**src/rtl/cfgsp_pkg.sv**
```systemverilog
package cfgsp_pkg;

    localparam int BASE_W = 16;

    localparam logic [7:0] IDX_LDN  = 8'h07;
    localparam logic [7:0] IDX_ID   = 8'h20;
    localparam logic [7:0] IDX_REV  = 8'h27;
    localparam logic [7:0] IDX_ACT  = 8'h30;
    localparam logic [7:0] IDX_BHI  = 8'h60;
    localparam logic [7:0] IDX_BLO  = 8'h61;
    localparam logic [7:0] IDX_PSEL = 8'hF0;
    localparam logic [7:0] IDX_PCFG = 8'hF1;

    typedef enum logic [3:0] {
        RK_NONE,
        RK_ID,
        RK_REV,
        RK_LDN,
        RK_ACT,
        RK_BHI,
        RK_BLO,
        RK_PSEL,
        RK_PCFG
    } reg_kind_e;

    typedef struct packed {
        logic pu;
        logic pp;
        logic oe;
    } pin_cfg_t;

    function automatic pin_cfg_t byte_to_cfg(input logic [7:0] b);
        pin_cfg_t c;
        c.oe = b[0];
        c.pp = b[1];
        c.pu = b[2];
        return c;
    endfunction

    function automatic logic [7:0] cfg_to_byte(input pin_cfg_t c);
        return {5'b0, c.pu, c.pp, c.oe};
    endfunction

endpackage

```
**src/rtl/cfgsp_decode.sv**
```systemverilog
module cfgsp_decode
    import cfgsp_pkg::*;
#(
    parameter int NUM_DEV  = 15,
    parameter int GPIO_LDN = 7
) (
    input  logic [7:0] idx,
    input  logic [7:0] ldn,
    output reg_kind_e  kind
);
    logic dev_ok;
    logic is_gpio;

    assign dev_ok  = (ldn < 8'(NUM_DEV));
    assign is_gpio = (ldn == 8'(GPIO_LDN));

    always_comb begin
        kind = RK_NONE;
        case (idx)
            IDX_ID:   kind = RK_ID;
            IDX_REV:  kind = RK_REV;
            IDX_LDN:  kind = RK_LDN;
            IDX_ACT:  kind = dev_ok ? RK_ACT : RK_NONE;
            IDX_BHI:  kind = dev_ok ? RK_BHI : RK_NONE;
            IDX_BLO:  kind = dev_ok ? RK_BLO : RK_NONE;
            IDX_PSEL: kind = (dev_ok && is_gpio) ? RK_PSEL : RK_NONE;
            IDX_PCFG: kind = (dev_ok && is_gpio) ? RK_PCFG : RK_NONE;
            default:  kind = RK_NONE;
        endcase
    end
endmodule

```
**src/rtl/cfgsp_dev_bank.sv**
```systemverilog
module cfgsp_dev_bank
    import cfgsp_pkg::*;
#(
    parameter int NUM_DEV = 15
) (
    input  logic                      clk,
    input  logic                      rst,
    input  logic                      wr_act,
    input  logic                      wr_bhi,
    input  logic                      wr_blo,
    input  logic [7:0]                sel,
    input  logic [7:0]                wdata,
    output logic [NUM_DEV-1:0]        active,
    output logic [NUM_DEV*BASE_W-1:0] base,
    output logic                      rd_act,
    output logic [7:0]                rd_bhi,
    output logic [7:0]                rd_blo
);
    logic [BASE_W-1:0] base_q [NUM_DEV];
    logic              act_q  [NUM_DEV];

    for (genvar g = 0; g < NUM_DEV; g++) begin : g_dev
        logic hit;
        assign hit = (sel == 8'(g));

        always_ff @(posedge clk) begin
            if (rst) begin
                act_q[g]  <= 1'b0;
                base_q[g] <= '0;
            end else if (hit) begin
                if (wr_act) act_q[g] <= wdata[0];
                if (wr_bhi) base_q[g][15:8] <= wdata;
                if (wr_blo) base_q[g][7:0]  <= wdata;
            end
        end

        assign active[g] = act_q[g];
        assign base[g*BASE_W +: BASE_W] = base_q[g];
    end

    always_comb begin
        rd_act = 1'b0;
        rd_bhi = 8'h00;
        rd_blo = 8'h00;
        for (int d = 0; d < NUM_DEV; d++) begin
            if (sel == 8'(d)) begin
                rd_act = act_q[d];
                rd_bhi = base_q[d][15:8];
                rd_blo = base_q[d][7:0];
            end
        end
    end
endmodule

```
**src/rtl/cfgsp_pin_bank.sv**
```systemverilog
module cfgsp_pin_bank
    import cfgsp_pkg::*;
#(
    parameter int NUM_PORTS     = 4,
    parameter int PINS_PER_PORT = 8,
    localparam int NPINS        = NUM_PORTS * PINS_PER_PORT
) (
    input  logic             clk,
    input  logic             rst,
    input  logic             wr_psel,
    input  logic             wr_pcfg,
    input  logic [7:0]       wdata,
    output logic [7:0]       psel_q,
    output logic [7:0]       pcfg_rd,
    output logic [NPINS-1:0] pin_oe,
    output logic [NPINS-1:0] pin_pp,
    output logic [NPINS-1:0] pin_pu
);
    logic        sel_valid;
    logic [31:0] pin_lin;
    pin_cfg_t    cfg_q [NPINS];

    always_ff @(posedge clk) begin
        if (rst)          psel_q <= 8'h00;
        else if (wr_psel) psel_q <= wdata;
    end

    assign sel_valid = !psel_q[3]
                     && ({4'b0, psel_q[7:4]} < 8'(NUM_PORTS))
                     && ({5'b0, psel_q[2:0]} < 8'(PINS_PER_PORT));
    assign pin_lin = 32'(psel_q[7:4]) * 32'(PINS_PER_PORT) + 32'(psel_q[2:0]);

    for (genvar p = 0; p < NPINS; p++) begin : g_pin
        logic hit;
        assign hit = sel_valid && (pin_lin == 32'(p));

        always_ff @(posedge clk) begin
            if (rst)                 cfg_q[p] <= '0;
            else if (wr_pcfg && hit) cfg_q[p] <= byte_to_cfg(wdata);
        end

        assign pin_oe[p] = cfg_q[p].oe;
        assign pin_pp[p] = cfg_q[p].pp;
        assign pin_pu[p] = cfg_q[p].pu;
    end

    always_comb begin
        pcfg_rd = 8'h00;
        for (int p = 0; p < NPINS; p++) begin
            if (sel_valid && pin_lin == 32'(p)) pcfg_rd = cfg_to_byte(cfg_q[p]);
        end
    end
endmodule

```
**src/rtl/cfgsp_ctrl.sv**
```systemverilog
module cfgsp_ctrl
    import cfgsp_pkg::*;
#(
    parameter int         NUM_DEV       = 15,
    parameter int         GPIO_LDN      = 7,
    parameter int         NUM_PORTS     = 4,
    parameter int         PINS_PER_PORT = 8,
    parameter logic [7:0] DEV_ID        = 8'hE9,
    parameter logic [7:0] REV_ID        = 8'h03,
    localparam int        NPINS         = NUM_PORTS * PINS_PER_PORT
) (
    input  logic                      clk,
    input  logic                      rst,
    input  logic                      io_wr,
    input  logic                      io_rd,
    input  logic                      io_addr,
    input  logic [7:0]                io_wdata,
    output logic [7:0]                io_rdata,
    output logic [NUM_DEV-1:0]        dev_active,
    output logic [NUM_DEV*BASE_W-1:0] dev_base,
    output logic [NPINS-1:0]          pin_oe,
    output logic [NPINS-1:0]          pin_pp,
    output logic [NPINS-1:0]          pin_pu
);
    logic [7:0] index_q;
    logic [7:0] ldn_q;
    logic [7:0] rdata_q;
    logic [7:0] rd_val;
    reg_kind_e  kind;
    logic       data_wr;
    logic       rd_act;
    logic [7:0] rd_bhi, rd_blo, psel_q, pcfg_rd;

    assign data_wr = io_wr && io_addr;

    cfgsp_decode #(.NUM_DEV(NUM_DEV), .GPIO_LDN(GPIO_LDN)) u_decode (
        .idx  (index_q),
        .ldn  (ldn_q),
        .kind (kind)
    );

    always_ff @(posedge clk) begin
        if (rst) begin
            index_q <= 8'h00;
            ldn_q   <= 8'h00;
        end else begin
            if (io_wr && !io_addr)            index_q <= io_wdata;
            if (data_wr && kind == RK_LDN)    ldn_q   <= io_wdata;
        end
    end

    cfgsp_dev_bank #(.NUM_DEV(NUM_DEV)) u_dev_bank (
        .clk    (clk),
        .rst    (rst),
        .wr_act (data_wr && kind == RK_ACT),
        .wr_bhi (data_wr && kind == RK_BHI),
        .wr_blo (data_wr && kind == RK_BLO),
        .sel    (ldn_q),
        .wdata  (io_wdata),
        .active (dev_active),
        .base   (dev_base),
        .rd_act (rd_act),
        .rd_bhi (rd_bhi),
        .rd_blo (rd_blo)
    );

    cfgsp_pin_bank #(.NUM_PORTS(NUM_PORTS), .PINS_PER_PORT(PINS_PER_PORT)) u_pin_bank (
        .clk     (clk),
        .rst     (rst),
        .wr_psel (data_wr && kind == RK_PSEL),
        .wr_pcfg (data_wr && kind == RK_PCFG),
        .wdata   (io_wdata),
        .psel_q  (psel_q),
        .pcfg_rd (pcfg_rd),
        .pin_oe  (pin_oe),
        .pin_pp  (pin_pp),
        .pin_pu  (pin_pu)
    );

    always_comb begin
        case (kind)
            RK_ID:   rd_val = DEV_ID;
            RK_REV:  rd_val = REV_ID;
            RK_LDN:  rd_val = ldn_q;
            RK_ACT:  rd_val = {7'b0, rd_act};
            RK_BHI:  rd_val = rd_bhi;
            RK_BLO:  rd_val = rd_blo;
            RK_PSEL: rd_val = psel_q;
            RK_PCFG: rd_val = pcfg_rd;
            default: rd_val = 8'h00;
        endcase
    end

    always_ff @(posedge clk) begin
        if (rst)        rdata_q <= 8'h00;
        else if (io_rd) rdata_q <= io_addr ? rd_val : index_q;
    end

    assign io_rdata = rdata_q;
endmodule

```
**config.mk**
```make
export PLATFORM = sky130hd
export DESIGN_NAME = cfgsp_ctrl
export DESIGN_NICKNAME = d
export VERILOG_FILES = /design/src/rtl/cfgsp_pkg.sv /design/src/rtl/cfgsp_decode.sv /design/src/rtl/cfgsp_dev_bank.sv /design/src/rtl/cfgsp_pin_bank.sv /design/src/rtl/cfgsp_ctrl.sv
export SDC_FILE = /design/constraint.sdc
export NUM_CORES = 1
export LEC_CHECK = 0
export ABC_AREA = 1
export ABC_CLOCK_PERIOD_IN_PS = 2900
export BUFFER_PORTS_ARGS = -buffer_cell sky130_fd_sc_hd__clkbuf_2
export CAP_MARGIN = 20
export CORE_MARGIN = 5
export CORE_UTILIZATION = 40
export CTS_CLUSTER_DIAMETER = 100
export DETAILED_ROUTE_END_ITERATION = 10
export HOLD_SLACK_MARGIN = 0.03
export PLACE_DENSITY = 0.72
export SYNTH_ARGS = -nofsm -noshare
export SYNTH_HDL_FRONTEND = slang
export SYNTH_SLANG_ARGS = --single-unit
```
**constraint.sdc**
```tcl
create_clock -name clk -period 2.9 [get_ports clk]
set_input_delay 0.58 -clock clk [delete_from_list [all_inputs] [get_ports clk]]
set_output_delay 0.58 -clock clk [all_outputs]
set_load 0.01 [all_outputs]
```
; ---- Word level (Yosys, flattened, before mapping)
; Memories as Yosys holds them, arrays and structs flattened.
; Index checks and enable logic that the tools add are counted.
[classes]
addsub = 1
order_cmp = 2
n_eq_ne = 61
n_mux = 398
bitwise = 77
n_reduce_logical = 78
[op_table]
columns = cell, count
row1 = $eq 32x5->1 const B, 16
row2 = $mux 8, 61
row3 = $mux 1, 266
row4 = $eq 32x4->1 const B, 8
row5 = $mux 3, 68
row6 = $eq 32x3->1 const B, 4
row7 = $or 1x1->1, 77
row8 = $logic_and 1x1->1, 74
row9 = $eq 32x2->1 const B, 2
row10 = $pmux 8 s8, 1
row11 = $eq 8x4->1 const B, 7
row12 = $eq 8x3->1 const B, 5
row13 = $eq 32x1->1 const B, 1
row14 = $logic_not 32->1, 1
row15 = $pmux 4 s8, 1
row16 = $eq 8x6->1 const B, 3
row17 = $eq 4x3->1 const B, 4
row18 = $eq 8x2->1 const B, 2
row19 = $eq 8x7->1 const B, 2
row20 = $eq 8x8->1 const B, 2
row21 = $add 7x3->8, 1
row22 = $eq 4x2->1 const B, 2
row23 = $eq 8x1->1 const B, 1
row24 = $logic_not 8->1, 1
row25 = 6 further kinds, 7
[word_totals]
reg_bits = 32
ram_bits = 351
in_bits = 13
out_inout_bits = 359
elab_cells = 624
memories = 3
[memory_table]
columns = memory, words, width, read_ports, rd_ports_with_merged_regs, wr, line_no
row1 = u_dev_bank.base_q, 15, 16, 15, 0, 15, cfgsp_dev_bank.sv:19  ; logic [BASE_W-1:0] base_q [NUM_DEV];
row2 = u_pin_bank.cfg_q, 32, 3, 32, 0, 32, cfgsp_pin_bank.sv:21  ; pin_cfg_t cfg_q [NPINS];
row3 = u_dev_bank.act_q, 15, 1, 15, 0, 15, cfgsp_dev_bank.sv:20  ; logic act_q [NUM_DEV];

; ---- Depth between registers and ports, before layout
; Gate-level depths: netlist of the first run.
[logic_depth]
word_depth = 37
mapped_depth = 30

; ---- Modules after synthesis
; From an unflattened synthesis of the first run, not the netlist that was laid out.
[unflattened]
hier_cells = 2054
hier_area_um2 = 18569.1
[by_module_without_submodules]
columns = module, instances, cells_per_inst, area_each_um2, seq_area_each_um2
row1 = cfgsp_dev_bank, 1, 1174, 11608.6, 7657.3
row2 = cfgsp_pin_bank, 1, 605, 5295.1, 3042.9
row3 = cfgsp_ctrl, 1, 222, 1447.6, 480.5
row4 = cfgsp_decode, 1, 53, 217.7, 0.0

; ---- Worst setup path after synthesis of the first run
; OpenSTA, ideal clock, no wires.
[synth_timing]
path_type = flip-flop to flip-flop
start = reg ldn_q[7]
end = mem u_dev_bank.base_q[8][0], in the netlist u_dev_bank.base_q[1][0], enable pin
arrival_ns = 2.348
setup_slack_ns = 0.168
stages_incl_launch_ff = 11
synth_period_minus_slack_ns = 2.732
path_cell_list = dfxtp_1 -> nor2_1 -> nand2_4 -> a21oi_1 -> inv_1 -> nor2_1 -> nand2_1 -> nor2_1 -> inv_1 -> clkbuf_1 -> o21ai_0
[synth_lines]
columns = item, line_no
row1 = from (decl), cfgsp_ctrl.sv:26  ; logic [7:0] ldn_q;
row2 = from (signal assigned), cfgsp_ctrl.sv:48  ; if (data_wr && kind == RK_LDN) ldn_q <= io_wdata;
row3 = to (decl), cfgsp_dev_bank.sv:19

; ---- Worst setup path in the final report of the first run
[layout_timing]
start = reg ldn_q[6]
end = reg rdata_q[2], in the netlist io_rdata[2]
[layout_via]
elab_chain_len = 18
elab_cells_between_ends = 63
[layout_lines]
columns = item, line_no
row1 = $logic_not 8->1, cfgsp_dev_bank.sv:46  ; if (sel == 8'(d)) begin
row2 = $mux 8 (15 in series), cfgsp_dev_bank.sv:46
row3 = $pmux 8 s8 *, cfgsp_ctrl.sv:81  ; case (kind)
row4 = $mux 8 *, cfgsp_ctrl.sv:96  ; else if (io_rd) rdata_q <= io_addr ? rd_val : index_q;
row5 = to (signal assigned), cfgsp_ctrl.sv:96
row6 = to (decl), cfgsp_ctrl.sv:27  ; logic [7:0] rdata_q;
; Mark *: on every way between the ends. The rest lies on a longest branch, timed or not.
; A chain may end at the register's enable or synchronous reset.

==> run summary, run 1 <==
Status = finished, violations left
Failing checks = negative setup slack
Rel. slew slack = 0.457
Met1 WL = 24500 um
Placer Congestion = 0.951
Htree depth = 2
CP endpoint kind = register
Post-Syn Instances = 1834
Most common cell after layout, fill and taps aside = nor2_1
Hold Vio Cnt, Final = 0
Final Non-Filler Cells = 2948
Crit-path cells = nor2_2, nand2_4, nor2_1, nand2_2, inv_6, nand2_1, nand3_2, a221oi_4, nand2_1, a21oi_2, a31oi_2, a221oi_2, nand3_1, o21ai_2, nand3_2, a211oi_4, nand2_1, nand2_1, a21oi_1
Unrepaired setup endpoints after global routing = true
Placement Rows = 77
Syn avg cell area = 9.61 sq um
Reg2Reg Launch Point = ldn_q[6]
Largest net degree at the start of global routing = 77
HPWL after DPL = 50400 um
Post-Syn Area = 0.0176 sq mm
Total GRT Usage = 0.273
Top sig layer = met4
Root buf cell = clkbuf_16
Placed insts = 2849
Global-route wire length before repair = 99500 um
Syn Nets = 1847
Hold-fix buffers at CTS = 0
Yosys cell types = 40
# DRC = 0
Startpoint Class = register
P_leak = 9.72 nW
Hold path depth = 2
Worst r2r dst = io_rdata[2]
Via density = 5.66
Avg WL per Cell = 23.2 um
Post-synth EDFFs = 351
Synth Flop Type = edfxtp_1
WL met3 = 7840 um
Aggregate global routing overflow = 0
Worst-path clk slew = 0.06 ns
Die W = 220 um
Final hold slack = 0.261 ns
R2R setup slack = -0.11 ns
Top post-synthesis cells by area = edfxtp_1 (60%), nor2_1 (9.1%), nand2_1 (7.2%)
Yosys top cell area share = 0.598
Critical Path Stages = 19
WHS Endpoint = ldn_q[7]
CTS Buffer Depth = 3
Initial antenna violation count = 1
DP Worst Slack = -0.684 ns
Clock Sinks = 383
Clock Skew = 0.0487 ns
Yosys warning count = 0
Core Region = 0.0439 sq mm
Initial DRC count = 2191
Setup_tns = -0.361 ns
I/O Buffers = 371
Slowest CP cell = dfxtp_2
Fraction of registers with async set/reset = 0
Worst path most repeated cell = nand2_1
Fraction of layout cells with a size suffix above 1 = 0.319
F_max = 332 MHz
Via Count = 16700
Max IR drop VDD = 0.000529 V
Buf/Inv on CP = 1
# setup viols final = 7
Final min period = 3.01 ns
1st-pass router iterations = 6
Routed length on met2 = 33200 um
Power Total = 12.7 mW
Number of global-route vias before repair = 16200
Seq/Total Area, Yosys = 0.634
CP delay by family, top = compound AO/OA/AOI/OAI gates
Hold path start = rst
TritonCTS clock tree = built
Slew Limit Fails = 0
Worst EP arrival = 3.47 ns
Cts bufs inserted = 42
Reg2Reg Depth = 19
Initial Utilization = 0.401
Max-cap violations = 0
Routed Antenna Nets = 0
Area Growth Syn to Fin = 31.7%
Leading area contributor after synthesis = edfxtp_1
Final wirelength = 68300 um
Power Density = 549 mW/mm^2
WP data required = 3.35 ns
CP peak stage delay = 0.34 ns
Yosys reg bits = 383
Die Y = 220 um
Crit Path Max Fanout = 10
Io pins = 372
Worst setup margin = -0.113 ns
Clk_lat worst skew = 0.61 ns
Crit share post-route = 1.04
Most frequent cells in the layout = nor2_1 (416), clkbuf_2 (371), edfxtp_1 (351)
Crit Path Class = reg2reg
Worst min-delay path class = in2reg
Final #Nets = 2335
Tightest Pin Transition = 0.813 ns
Fillers = 3954
Die ar. = 0.0484 sq mm
-- worst max-delay path by stage --
stage	startpoint	slack (ns)	end
3_3_place_gp	ldn_q[1]	-0.64	io_rdata[2]
6_report	ldn_q[6]	-0.11	io_rdata[2]
5_1_grt	ldn_q[6]	-0.24	io_rdata[2]
2_1_floorplan	ldn_q[7]	0.17	u_dev_bank.base_q[1][0]
3_5_place_dp	ldn_q[0]	-0.68	io_rdata[2]
4_1_cts	ldn_q[6]	-0.05	io_rdata[1]
-- cell families (layout without fill, tap and decap cells) --
logic type	count (synthesis)	count (layout)	share of synthesized area
other cells	0	1	0
simple gates	979	979	0.230
flops	383	383	0.634
compound gates	251	251	0.0858
buf+inv	221	742	0.0495
-- per-layer routing --
layer	vias up	global-route usage
met5	-	0
met2	1195	0.459
met1	8035	0.346
met3	183	0.0584
li1	7283	-
met4	0	0.105
-- through the flow --
stage,area [sq um],util
final,23200,0.528
after global routing,23200,0.528
after CTS,23000,0.524
after detailed placement,21100,0.480
after global placement,21100,0.480
after floorplan,17600,-
-- final cells by class --
class | instances | area (sq um) | area share
Antenna cell | 1 | 2.50 | 0.000108
Clock buffer | 55 | 1110 | 0.0478
Clock inverter | 22 | 303 | 0.0130
Inverter | 125 | 499 | 0.0215
Multi-Input combinational cell | 1230 | 6080 | 0.262
Sequential cell | 383 | 11200 | 0.482
Tap cell | 592 | 741 | 0.0319
Timing Repair Buffer | 537 | 3270 | 0.141
Timing Repair inverter | 3 | 21.3 | 0.000916
-- power breakdown --
part	leakage (nW)	switching, mW	internal (mW)
Clock	0.682	2.30	3.25
Combinational	5.15	0.574	0.245
Sequential	3.89	0.179	6.20
Total	9.72	3.05	9.70
-- flip-flops by register name, summed over array words and instances (netlist names) --
register and count:
u_dev_bank.act_q 15, index_q 8, u_dev_bank.base_q 240, io_rdata 8, ldn_q 8, u_pin_bank.psel_q 8, u_pin_bank.cfg_q 96
-- Yosys cell counts (4+ instances only) --
cell type	n
dfxtp_1	32
clkbuf_1	74
nor3_1	39
edfxtp_1	351
a31oi_1	16
or2_2	5
o221ai_1	5
o211ai_1	8
a221oi_2	6
o21ai_0	79
nor2_1	427
inv_1	98
buf_1	7
a21oi_1	82
inv_2	25
a221oi_1	23
nand2_1	340
nand4_1	26
nand2_2	4
nand3_1	112
nor2_4	5
o21ai_1	17
buf_2	10
nor2_2	13
-- what timing repair did --
| action | 4_1_cts | 5_1_grt |
|---|---|---|
| setup endpoints to repair | 20 | 50 |
| buffers inserted | 15 | 2 |
| gates resized for setup | 89 | 42 |
| pin swaps | 30 | 33 |
| cloned | 4 | 0 |
Power figures use the tool's default switching activity.
==> run 2: changes to the inputs <==
--- a/config.mk
+++ b/config.mk
@@ -13,6 +13,7 @@
 export CORE_UTILIZATION = 40
 export CTS_CLUSTER_DIAMETER = 100
 export DETAILED_ROUTE_END_ITERATION = 10
+export GPL_TIMING_DRIVEN = 0
 export HOLD_SLACK_MARGIN = 0.03
 export PLACE_DENSITY = 0.72
 export SYNTH_ARGS = -nofsm -noshare
==> run summary, run 2 (synthesis results as in run 1) <==
Status = finished, violations left
Failing checks = negative setup slack
Worst min-delay path class = in2reg
# DRC = 0 (unchanged)
Tightest Pin Transition = 1.11 ns (+0.301 ns)
Root buf cell = clkbuf_16
Slew Limit Fails = 0 (unchanged)
Reg2Reg Launch Point = ldn_q[7]
Die ar. = 0.0484 sq mm (unchanged)
Rel. slew slack = 0.257 (-0.200)
Buf/Inv on CP = 2 (+1)
CTS Buffer Depth = 3 (unchanged)
TritonCTS clock tree = built
Registers with the most flip-flops = u_dev_bank.base_q (240), u_pin_bank.cfg_q (96), u_dev_bank.act_q (15)
Max reg flops = 240 (unchanged)
Startpoint Class = register
1st-pass router iterations = 6 (unchanged)
Footprint of the multi-input gates = 0.00658 sq mm (+8.3%)
P_leak = 9.41 nW (-3.2%)
Aggregate global routing overflow = 0 (unchanged)
Max IR drop VDD = 0.000477 V (-9.8%)
Clk_lat worst skew = 0.57 ns (-0.04 ns)
Area Growth Syn to Fin = 31.8% (about the same)
Crit Path Class = reg2reg
Largest Register = u_dev_bank.base_q
Worst EP arrival = 3.49 ns (+0.02 ns)
CP endpoint kind = register
Fillers = 3998 (+1.1%)
Final min period = 3.04 ns (+0.0312 ns)
WHS Endpoint = ldn_q[7]
Number of global-route vias before repair = 16200 (-0.012%)
Via density = 5.71 (+0.87%)
HPWL after DPL = 55400 um (+9.9%)
I/O Buffers = 370 (-0.27%)
Reg area = 0.0112 sq mm (+0.15%)
CP delay by family, top = compound AO/OA/AOI/OAI gates
Clock Skew = 0.0217 ns (-0.0270 ns)
Worst-path clk slew = 0.06 ns (about the same)
F_max = 328 MHz (-1.0%)
Avg WL per Cell = 25.4 um (+9.4%)
R2R setup slack = -0.14 ns (-0.03 ns)
Die Y = 220 um (unchanged)
Core Region = 0.0439 sq mm (unchanged)
Final #Nets = 2318 (-0.73%)
Global-route wire length before repair = 105000 um (+5.2%)
Final Non-Filler Cells = 2931 (-0.58%)
Most common cell after layout, fill and taps aside = nor2_1
Fraction of layout cells with a size suffix above 1 = 0.319 (about the same)
CP peak stage delay = 0.37 ns (+0.03 ns)
Crit-path cells = nor2_4, nand2_4, nor2_4, nand2_4, inv_4, buf_8, nand2_4, nand3_2, a221o_1, a221oi_2, nand3_1, o21ai_2, nand3_2, a221oi_2, nand3_1, o211ai_1, nand3_1, nand2_1, a21oi_2
Die W = 220 um (unchanged)
Placement Rows = 77 (unchanged)
Crit share post-route = 1.05 (+0.0108)
Io pins = 372 (unchanged)
Most frequent cells in the layout = nor2_1 (403), clkbuf_2 (376), edfxtp_1 (351)
Initial DRC count = 2200 (+0.41%)
Initial antenna violation count = 2 (+1)
Routed Antenna Nets = 0 (unchanged)
Hold path start = rst
WP data required = 3.34 ns (about the same)
Largest net degree at the start of global routing = 14 (-82%)
Clock Sinks = 383 (unchanged)
Reg2Reg Depth = 19 (unchanged)
Max-cap violations = 0 (unchanged)
Hold path depth = 2 (unchanged)
Total GRT Usage = 0.294 (+0.0209)
Placed insts = 2807 (-1.5%)
Worst r2r dst = io_rdata[7]
Crit Path Max Fanout = 6 (-4)
Initial Utilization = 0.401 (unchanged)
Htree depth = 2 (unchanged)
Power Density = 541 mW/mm^2 (-1.5%)
Worst setup margin = -0.144 ns (-0.0312 ns)
# setup viols final = 7 (unchanged)
Final hold slack = 0.205 ns (-0.0569 ns)
Final wirelength = 74300 um (+8.8%)
Hold Vio Cnt, Final = 0 (unchanged)
Hold-fix buffers at CTS = 0 (unchanged)
Cts bufs inserted = 42 (unchanged)
Slowest CP cell = dfxtp_4
Placer Congestion = 0.939 (-1.3%)
Unrepaired setup endpoints after global routing = true
Via Count = 16700 (+0.29%)
==> run 2: changes by cell type in the layout (fill, tap and decap cells not counted), sizes merged <==
cell      previous run  this run
clkbuf             426       497
inv                126       121
diode                1         3
clkinvlp             1         4
clkinv              17        19
bufinv               6         4
buf                166        78
==> run 2: metrics by stage <==
step | utilization | worst slack (ns) | cell area [sq um] | setup TNS (ns) | total power [mW]
finish | 0.529 | -0.144 | 23200 | -0.637 | 12.6
global route | 0.529 | -0.238 | 23200 | -1.45 | 12.8
CTS | 0.511 | -0.0751 | 22500 | -0.229 | 12.5
detailed placement | 0.462 | -1.21 | 20300 | -281.59 | 7.26
global placement | 0.460 | -1.34 | 20200 | -294.65 | 7.24
floorplan | - | 0.168 | 17600 | 0 | 6.77
==> run 2: final cells by class <==
class | count | share of cell area
clock buffer | 52 | 0.0478
inverter | 125 | 0.0220
multi-input combinational | 1230 | 0.283
buffer | 96 | 0.0213
antenna | 3 | 0.000323
timing repair buffer | 427 | 0.102
clock inverter | 23 | 0.00905
tap | 592 | 0.0319
sequential | 383 | 0.483
==> run 2: worst max path at each step <==
stage | startpoint | end | slack [ns] | depth (start not counted)
after global routing | ldn_q[7] | io_rdata[2] | -0.24 | 19
final | ldn_q[7] | io_rdata[7] | -0.14 | 19
after floorplan | ldn_q[7] | u_dev_bank.base_q[1][0] | 0.17 | 10
after detailed placement | ldn_q[7] | u_dev_bank.base_q[0][52] | -1.21 | 10
after global placement | ldn_q[7] | u_dev_bank.base_q[0][5] | -1.34 | 10
after CTS | ldn_q[5] | io_rdata[4] | -0.08 | 17
==> run 2: repair_timing <==
action | 4_1_cts | 5_1_grt
cloned | 0 | 2
pin swaps | 35 | 58
buffers inserted | 27 | 16
gates resized for setup | 162 | 160
setup endpoints to repair | 607 | 311
endpoints found under the hold margin | 0 | 0
==> run 2: routing by layer <==
layer,vias up,share of wire,global-route usage
met5,-,0,0
met3,176,0.12,0.0629
met2,1209,0.48,0.486
met4,0,0.036,0.108
met1,8091,0.37,0.383
li1,7268,-,-
==> run 2: report_power, final <==
group	internal [mW]	switching (mW)	leakage [nW]
Sequential	6.19	0.174	3.89
Clock	3.07	2.26	0.649
Combinational	0.238	0.630	4.87
Total	9.50	3.07	9.41
